--- src/rtl/gpio_guard_pkg.sv ---
package gpio_guard_pkg;

    localparam int ADDR_W    = 12;
    localparam int DATA_W    = 32;
    localparam int BANK_PINS = 32;

    localparam logic [DATA_W-1:0] GUARD_KEY  = 32'h00A5A501;
    localparam logic [ADDR_W-1:0] GUARD_ADDR = 12'h520;
    localparam logic [ADDR_W-1:0] CTRL_BASE  = 12'h100;
    localparam logic [ADDR_W-1:0] LOCK_BASE  = 12'h500;

    typedef enum logic [3:0] {
        RG_NONE,
        RG_OUT_STAT,
        RG_IN_STAT,
        RG_SET,
        RG_CLR,
        RG_IRQ_STAT,
        RG_IRQ_MASK,
        RG_IRQ_UNMASK,
        RG_LEVEL,
        RG_CTRL,
        RG_LOCK,
        RG_GUARD
    } region_e;

    // Region of a bank word in the low 256 bytes, by address bits [7:5].
    function automatic region_e bank_group(input logic [2:0] grp);
        case (grp)
            3'd0:    return RG_OUT_STAT;
            3'd1:    return RG_IN_STAT;
            3'd2:    return RG_SET;
            3'd3:    return RG_CLR;
            3'd4:    return RG_IRQ_STAT;
            3'd5:    return RG_IRQ_MASK;
            3'd6:    return RG_IRQ_UNMASK;
            default: return RG_LEVEL;
        endcase
    endfunction

endpackage

--- src/rtl/gpio_guard_decode.sv ---
module gpio_guard_decode
    import gpio_guard_pkg::*;
#(
    parameter int NUM_BANKS = 2,
    parameter int BANK_IW   = 1,
    parameter int PIN_IW    = 6
) (
    input  logic [ADDR_W-1:0]  addr,
    output region_e            region,
    output logic [BANK_IW-1:0] bank_idx,
    output logic [PIN_IW-1:0]  pin_idx
);
    localparam int          NUM_PINS = NUM_BANKS * BANK_PINS;
    localparam logic [3:0]  NB       = 4'(NUM_BANKS);
    localparam logic [12:0] CTRL_END = 13'(256 + 4 * NUM_PINS);

    logic              bank_ok;
    logic [ADDR_W-1:0] ctrl_off;

    assign bank_ok  = ({1'b0, addr[4:2]} < NB);
    assign ctrl_off = addr - CTRL_BASE;

    always_comb begin
        region   = RG_NONE;
        bank_idx = BANK_IW'(addr[4:2]);
        pin_idx  = PIN_IW'(ctrl_off >> 2);
        if (addr[1:0] == 2'b00) begin
            if (addr < CTRL_BASE) begin
                if (bank_ok) region = bank_group(addr[7:5]);
            end else if ({1'b0, addr} < CTRL_END) begin
                region = RG_CTRL;
            end else if (addr >= LOCK_BASE && addr < GUARD_ADDR) begin
                if (bank_ok) region = RG_LOCK;
            end else if (addr == GUARD_ADDR) begin
                region = RG_GUARD;
            end
        end
    end

endmodule

--- src/rtl/gpio_guard_lock.sv ---
module gpio_guard_lock
    import gpio_guard_pkg::*;
#(
    parameter int NUM_BANKS = 2,
    parameter int BANK_IW   = 1
) (
    input  logic                           clk,
    input  logic                           rst,
    input  logic                           wr_en,
    input  region_e                        region,
    input  logic [BANK_IW-1:0]             bank_idx,
    input  logic [DATA_W-1:0]              wdata,
    output logic [NUM_BANKS*BANK_PINS-1:0] lock_bits,
    output logic                           armed
);
    logic [NUM_BANKS-1:0][BANK_PINS-1:0] lock_q;
    logic                                armed_q;

    always_ff @(posedge clk) begin
        if (rst) begin
            lock_q  <= '1;
            armed_q <= 1'b0;
        end else if (wr_en) begin
            // Every write consumes the arming; only the key re-arms.
            armed_q <= (region == RG_GUARD) && (wdata == GUARD_KEY);
            if (region == RG_LOCK && armed_q)
                lock_q[bank_idx] <= wdata;
        end
    end

    assign lock_bits = lock_q;
    assign armed     = armed_q;

endmodule

--- src/rtl/gpio_guard_sync.sv ---
module gpio_guard_sync #(
    parameter int WIDTH  = 64,
    parameter int STAGES = 2
) (
    input  logic             clk,
    input  logic             rst,
    input  logic [WIDTH-1:0] d,
    output logic [WIDTH-1:0] q
);
    logic [STAGES-1:0][WIDTH-1:0] st_q;

    always_ff @(posedge clk) begin
        if (rst) begin
            st_q <= '0;
        end else begin
            st_q[0] <= d;
            for (int i = 1; i < STAGES; i++)
                st_q[i] <= st_q[i-1];
        end
    end

    assign q = st_q[STAGES-1];

endmodule

--- src/rtl/gpio_guard_pins.sv ---
module gpio_guard_pins
    import gpio_guard_pkg::*;
#(
    parameter int NUM_BANKS = 2,
    parameter int BANK_IW   = 1,
    parameter int PIN_IW    = 6,
    parameter int CTRL_W    = 9
) (
    input  logic                           clk,
    input  logic                           rst,
    input  logic                           wr_en,
    input  region_e                        region,
    input  logic [BANK_IW-1:0]             bank_idx,
    input  logic [PIN_IW-1:0]              pin_idx,
    input  logic [DATA_W-1:0]              wdata,
    input  logic [NUM_BANKS*BANK_PINS-1:0] lock_bits,
    output logic [NUM_BANKS*BANK_PINS-1:0] out_bits,
    output logic [NUM_BANKS*BANK_PINS-1:0] dir_in,
    output logic [CTRL_W-1:0]              ctrl_rd
);
    localparam int                NUM_PINS = NUM_BANKS * BANK_PINS;
    localparam logic [CTRL_W-1:0] CTRL_RST = CTRL_W'(1);

    logic [NUM_BANKS-1:0][BANK_PINS-1:0] out_q;
    logic [NUM_BANKS-1:0][BANK_PINS-1:0] lock_bank;
    logic [BANK_PINS-1:0]                hit_mask;
    logic [CTRL_W-1:0]                   ctrl_q [NUM_PINS];

    assign lock_bank = lock_bits;
    assign hit_mask  = wdata & ~lock_bank[bank_idx];

    always_ff @(posedge clk) begin
        if (rst) begin
            out_q <= '0;
            for (int p = 0; p < NUM_PINS; p++)
                ctrl_q[p] <= CTRL_RST;
        end else if (wr_en) begin
            case (region)
                RG_SET:  out_q[bank_idx] <= out_q[bank_idx] | hit_mask;
                RG_CLR:  out_q[bank_idx] <= out_q[bank_idx] & ~hit_mask;
                RG_CTRL: if (!lock_bits[pin_idx])
                             ctrl_q[pin_idx] <= wdata[CTRL_W-1:0];
                default: ;
            endcase
        end
    end

    for (genvar p = 0; p < NUM_PINS; p++) begin : g_dir
        assign dir_in[p] = ctrl_q[p][0];
    end

    assign out_bits = out_q;
    assign ctrl_rd  = ctrl_q[pin_idx];

endmodule

--- src/rtl/gpio_guarded_regs.sv ---
module gpio_guarded_regs
    import gpio_guard_pkg::*;
#(
    parameter int NUM_BANKS   = 2,
    parameter int CTRL_W      = 9,
    parameter int SYNC_STAGES = 2
) (
    input  logic                           clk,
    input  logic                           rst,
    input  logic                           bus_en,
    input  logic                           bus_we,
    input  logic [ADDR_W-1:0]              bus_addr,
    input  logic [DATA_W-1:0]              bus_wdata,
    output logic [DATA_W-1:0]              bus_rdata,
    input  logic [NUM_BANKS*BANK_PINS-1:0] pin_in,
    output logic [NUM_BANKS*BANK_PINS-1:0] pin_out,
    output logic [NUM_BANKS*BANK_PINS-1:0] pin_oe
);
    localparam int NUM_PINS = NUM_BANKS * BANK_PINS;
    localparam int BANK_IW  = (NUM_BANKS > 1) ? $clog2(NUM_BANKS) : 1;
    localparam int PIN_IW   = $clog2(NUM_PINS);

    region_e             region;
    logic [BANK_IW-1:0]  bank_idx;
    logic [PIN_IW-1:0]   pin_idx;
    logic                wr_en;
    logic                rd_en;
    logic                lock_armed;
    logic [NUM_PINS-1:0] lock_bits;
    logic [NUM_PINS-1:0] out_bits;
    logic [NUM_PINS-1:0] dir_in;
    logic [NUM_PINS-1:0] in_sync;
    logic [NUM_PINS-1:0] level;
    logic [CTRL_W-1:0]   ctrl_rd;
    logic [DATA_W-1:0]   rdata_q;

    logic [NUM_BANKS-1:0][BANK_PINS-1:0] out_bank, in_bank, lvl_bank, lock_bank;

    assign wr_en = bus_en && bus_we;
    assign rd_en = bus_en && !bus_we;

    gpio_guard_decode #(
        .NUM_BANKS(NUM_BANKS), .BANK_IW(BANK_IW), .PIN_IW(PIN_IW)
    ) u_decode (
        .addr(bus_addr), .region(region), .bank_idx(bank_idx), .pin_idx(pin_idx)
    );

    gpio_guard_lock #(
        .NUM_BANKS(NUM_BANKS), .BANK_IW(BANK_IW)
    ) u_lock (
        .clk(clk), .rst(rst), .wr_en(wr_en), .region(region),
        .bank_idx(bank_idx), .wdata(bus_wdata),
        .lock_bits(lock_bits), .armed(lock_armed)
    );

    gpio_guard_pins #(
        .NUM_BANKS(NUM_BANKS), .BANK_IW(BANK_IW), .PIN_IW(PIN_IW), .CTRL_W(CTRL_W)
    ) u_pins (
        .clk(clk), .rst(rst), .wr_en(wr_en), .region(region),
        .bank_idx(bank_idx), .pin_idx(pin_idx), .wdata(bus_wdata),
        .lock_bits(lock_bits), .out_bits(out_bits), .dir_in(dir_in),
        .ctrl_rd(ctrl_rd)
    );

    gpio_guard_sync #(
        .WIDTH(NUM_PINS), .STAGES(SYNC_STAGES)
    ) u_sync (
        .clk(clk), .rst(rst), .d(pin_in), .q(in_sync)
    );

    assign level     = (in_sync & dir_in) | (out_bits & ~dir_in);
    assign out_bank  = out_bits;
    assign in_bank   = in_sync;
    assign lvl_bank  = level;
    assign lock_bank = lock_bits;

    always_ff @(posedge clk) begin
        if (rst || !rd_en) begin
            rdata_q <= '0;
        end else begin
            case (region)
                RG_OUT_STAT: rdata_q <= out_bank[bank_idx];
                RG_IN_STAT:  rdata_q <= in_bank[bank_idx];
                RG_LEVEL:    rdata_q <= lvl_bank[bank_idx];
                RG_CTRL:     rdata_q <= DATA_W'(ctrl_rd);
                RG_LOCK:     rdata_q <= lock_bank[bank_idx];
                default:     rdata_q <= '0;
            endcase
        end
    end

    assign bus_rdata = rdata_q;
    assign pin_out   = out_bits;
    assign pin_oe    = ~dir_in;

endmodule

--- config.mk ---
export PLATFORM = sky130hd
export DESIGN_NAME = gpio_guarded_regs
export DESIGN_NICKNAME = d
export VERILOG_FILES = /design/src/rtl/gpio_guard_pkg.sv /design/src/rtl/gpio_guard_decode.sv /design/src/rtl/gpio_guard_lock.sv /design/src/rtl/gpio_guard_sync.sv /design/src/rtl/gpio_guard_pins.sv /design/src/rtl/gpio_guarded_regs.sv
export SDC_FILE = /design/constraint.sdc
export NUM_CORES = 2
export LEC_CHECK = 0
export BUFFER_PORTS_ARGS = -buffer_cell sky130_fd_sc_hd__buf_4
export CORE_MARGIN = 1
export CORE_UTILIZATION = 40
export CTS_CLUSTER_DIAMETER = 120
export DETAILED_ROUTE_END_ITERATION = 10
export GPL_ROUTABILITY_DRIVEN = 0
export HOLD_SLACK_MARGIN = 0.02
export RECOVER_POWER = 50
export SLEW_MARGIN = 10
export SYNTH_ARGS = -nofsm -noshare
export SYNTH_HDL_FRONTEND = slang
export SYNTH_SLANG_ARGS = --single-unit
--- constraint.sdc ---
create_clock -name clk -period 3.4 [get_ports clk]
set_clock_uncertainty 0.1 [all_clocks]
set_input_delay 0.68 -clock clk [delete_from_list [all_inputs] [get_ports clk]]
set_output_delay 0.68 -clock clk [all_outputs]
set_load 0.005 [all_outputs]
==> results_dict.tcl <==
set metrics [dict create \
    p_per_area_mw_per_mm2 496 \
    synth.avg_cell_area_um2 11.3 \
    ioPinCount 272 \
    clkTransAtPathRegs_ps 60 \
    post-route-period-util_pct 98.5 \
    vias 33400 \
    first_pass_iters 7 \
    clockBufferDepth 3 \
    synth-edff-count 576 \
    hold_buffers 0 \
    fin_nets 3984 \
    cts_tree "built" \
    via_per_inst 6.37 \
    drt_iter0_markers 5328 \
    critPathArrivalTime_ps 3770 \
    grt_max_degree 180 \
    setup_ws_ps 50.5 \
    num-fill-cells 9215 \
    die_area_mm2 0.102 \
    clk_latency_ps 690 \
    yosysTopAreaCellShare_pct 42.8 \
    drt-total-wl_um 161000 \
    grt_busiest_layer "met2" \
    grt_use_total_pct 30.7 \
    cp.required_ps 3820 \
    multi_input_area_mm2 0.0155 \
    synth_cell_types 80 \
    yosys.area.top_type "edfxtp_1" \
    drive_gt1_share_pct 21.8 \
    synth_common_cells "576 x edfxtp_1, 532 x nor3_1, 289 x dfxtp_1, 224 x mux2i_1, 209 x nor2b_1" \
    path_common_cell "buf_4" \
    crit_fanout 5 \
    synthFlopType "edfxtp_1" \
    clockRootBuffer "clkbuf_16" \
    worstSetupPathType "in2reg" \
    yosysSeqAreaShare_pct 57.1 \
    setup_viol 0 \
    wl_per_cell_um 30.7 \
    io_buffer_count 271 \
    slowest_delay_ps 980 \
    die_w_um 320 \
    grt_pass1_vias 30900 \
    tightest_slew_ps 1260 \
    cts.sinks 865 \
    ys_top_cells_by_area "edfxtp_1 43%, dfxtp_1 14%, nor3_1 6.6%" \
    startpoint_type "primary input" \
    crit_slowest_cell "a222oi_1" \
    grt_pass1_wl_um 228000 \
    rsz0062_at_grt "no" \
    peakVddDrop_uv 378 \
    post-route-cell-area_mm2 0.0481 \
    yosys_register_bits 865 \
    initial_utilization_pct 40.4 \
    htreeDepth 3 \
    grt-ovfl-total 0 \
    grt_util_met1_pct 42.8 \
    final-seq-area_mm2 0.0231 \
    post_cts_buffers 0 \
    core_region_area_mm2 0.100 \
    dieHeight_um 320 \
    power_leakage_nw 17.1 \
    final_hold_viol_count 0 \
    synth_nets 3679 \
    use_met2_pct 45.3 \
    violations "design-rule violations" \
    synthCells 3563 \
    cp-end-kind "flop" \
    holdWs_ps 98.4 \
    layout_min_cycle_time_ps 3350 \
    area_growth_pct 19.0 \
    placed_area_mm2 0.0455 \
    max_freq_mhz 299 \
    final_core_util_pct 48.0 \
    dp_hpwl_um 112000 \
    timing.setup.tns_ps 0 \
    path_cells "buf_4, inv_1, ha_1, nor4b_1, buf_4, nor2_1, a31oi_1, clkbuf_1, nor2_2, buf_4, a222oi_1, a21oi_1" \
    final_max_slew_viol_count 0 \
    cts_resized 0 \
    fp-row-count 116 \
    relSlewSlack_pct 16.2 \
    grt_antenna_before_repair 7 \
    grtUsageMet3_pct 7.41 \
    drtAntennaViolNets 0 \
    synth_most_common_cell "edfxtp_1" \
    synth_warnings 0 \
    status "finished, violations left" \
    numCtsBuffers 93 \
    dp_slack_ps -541 \
    async_flop_share_pct 0 \
    synth_area_mm2 0.0404 \
    drv_cap 0 \
    hp-class "in2reg" \
    drc 1 \
]
[where the power goes]
| group | leakage, nW | internal, W | total [W] | switching, W |
|---|---|---|---|---|
| logic | 7.60 | 0.000728 | 0.00205 | 0.00132 |
| clock network | 1.46 | 0.00579 | 0.0102 | 0.00446 |
| registers | 8.06 | 0.0115 | 0.0116 | 0.000125 |
[path summary, 6_finish.rpt]
path / start / endpoint / slack [ps] / depth (start not counted)
worst min register to register: u_sync.st_q[10]$_SDFF_PP0_ / u_sync.q[10]$_SDFF_PP0_ / 330 / 1
worst max register to register: u_lock.lock_bits[38]$_SDFFE_PP1P_ / u_pins.ctrl_q[43][4]$_SDFFCE_PN0P_ / 190 / 7
worst max-delay path: bus_addr[5] / bus_rdata[1]$_SDFF_PP0_ / 50 / 12
worst min-delay path: pin_in[34] / u_sync.st_q[34]$_SDFF_PP0_ / 100 / 2
[layout make-up]
cell class / instances / area share [%]
timing repair buffer: 558 / 9.45
tap: 1298 / 3.38
clock inverter: 63 / 1.29
multi-input combinational: 2276 / 32.3
sequential: 865 / 48.0
clock buffer: 108 / 5.00
inverter: 74 / 0.577
antenna: 7 / 0.0364
[critical path, delay by kind of cell]
| kind | cells | cell delay [ps] |
|---|---|---|
| fa+ha+maj | 1 | 340 |
| buf+inv | 5 | 740 |
| simple gates | 3 | 440 |
| compound gates | 3 | 1540 |
[per-layer routing]
layer / routed length, um / vias up
met1: 63200 / 16500
met4: 8320 / 4
met5: 33 / -
li1: - / 14100
met2: 69600 / 2467
met3: 20300 / 439
[registers in the layout, summed over array words and instances, names as in the netlist]
name	count
u_lock.armed	1
u_sync.st_q	64
u_pins.ctrl_q	576
bus_rdata	32
u_lock.lock_bits	64
u_sync.q	64
u_pins.out_bits	64
[metrics by stage]
stage | total power (W) | instances
final | 0.0239 | 5249
after global routing | 0.0244 | 5243
after CTS | 0.0238 | 5242
after detailed placement | 0.0138 | 5071
after global placement | 0.0138 | 5071
after floorplan | 0.0128 | 3563
[kinds of logic after synthesis]
family	Yosys count	share of synthesized area, %
compound gates	603	10.8
fa+ha+maj	4	0.124
buf+inv	422	4.67
flops	865	57.1
mux	360	10.4
simple gates	1309	17.0
[cell usage in the layout (no fill, tap or decap), drive strengths merged, types with 61 or more instances in the layout]
cell type / Yosys / final
nand2b: 75 / 75
edfxtp: 576 / 576
buf: 154 / 364
dfxtp: 289 / 289
clkbuf: 194 / 302
o22ai: 112 / 112
nor2b: 209 / 209
nor2: 110 / 110
mux2: 101 / 101
o21ai: 61 / 61
mux2i: 224 / 224
inv: 73 / 80
a31o: 65 / 65
nor3: 533 / 533
nand3: 71 / 71
a21oi: 101 / 101
nand2: 194 / 194
Power figures use the tool's default switching activity.
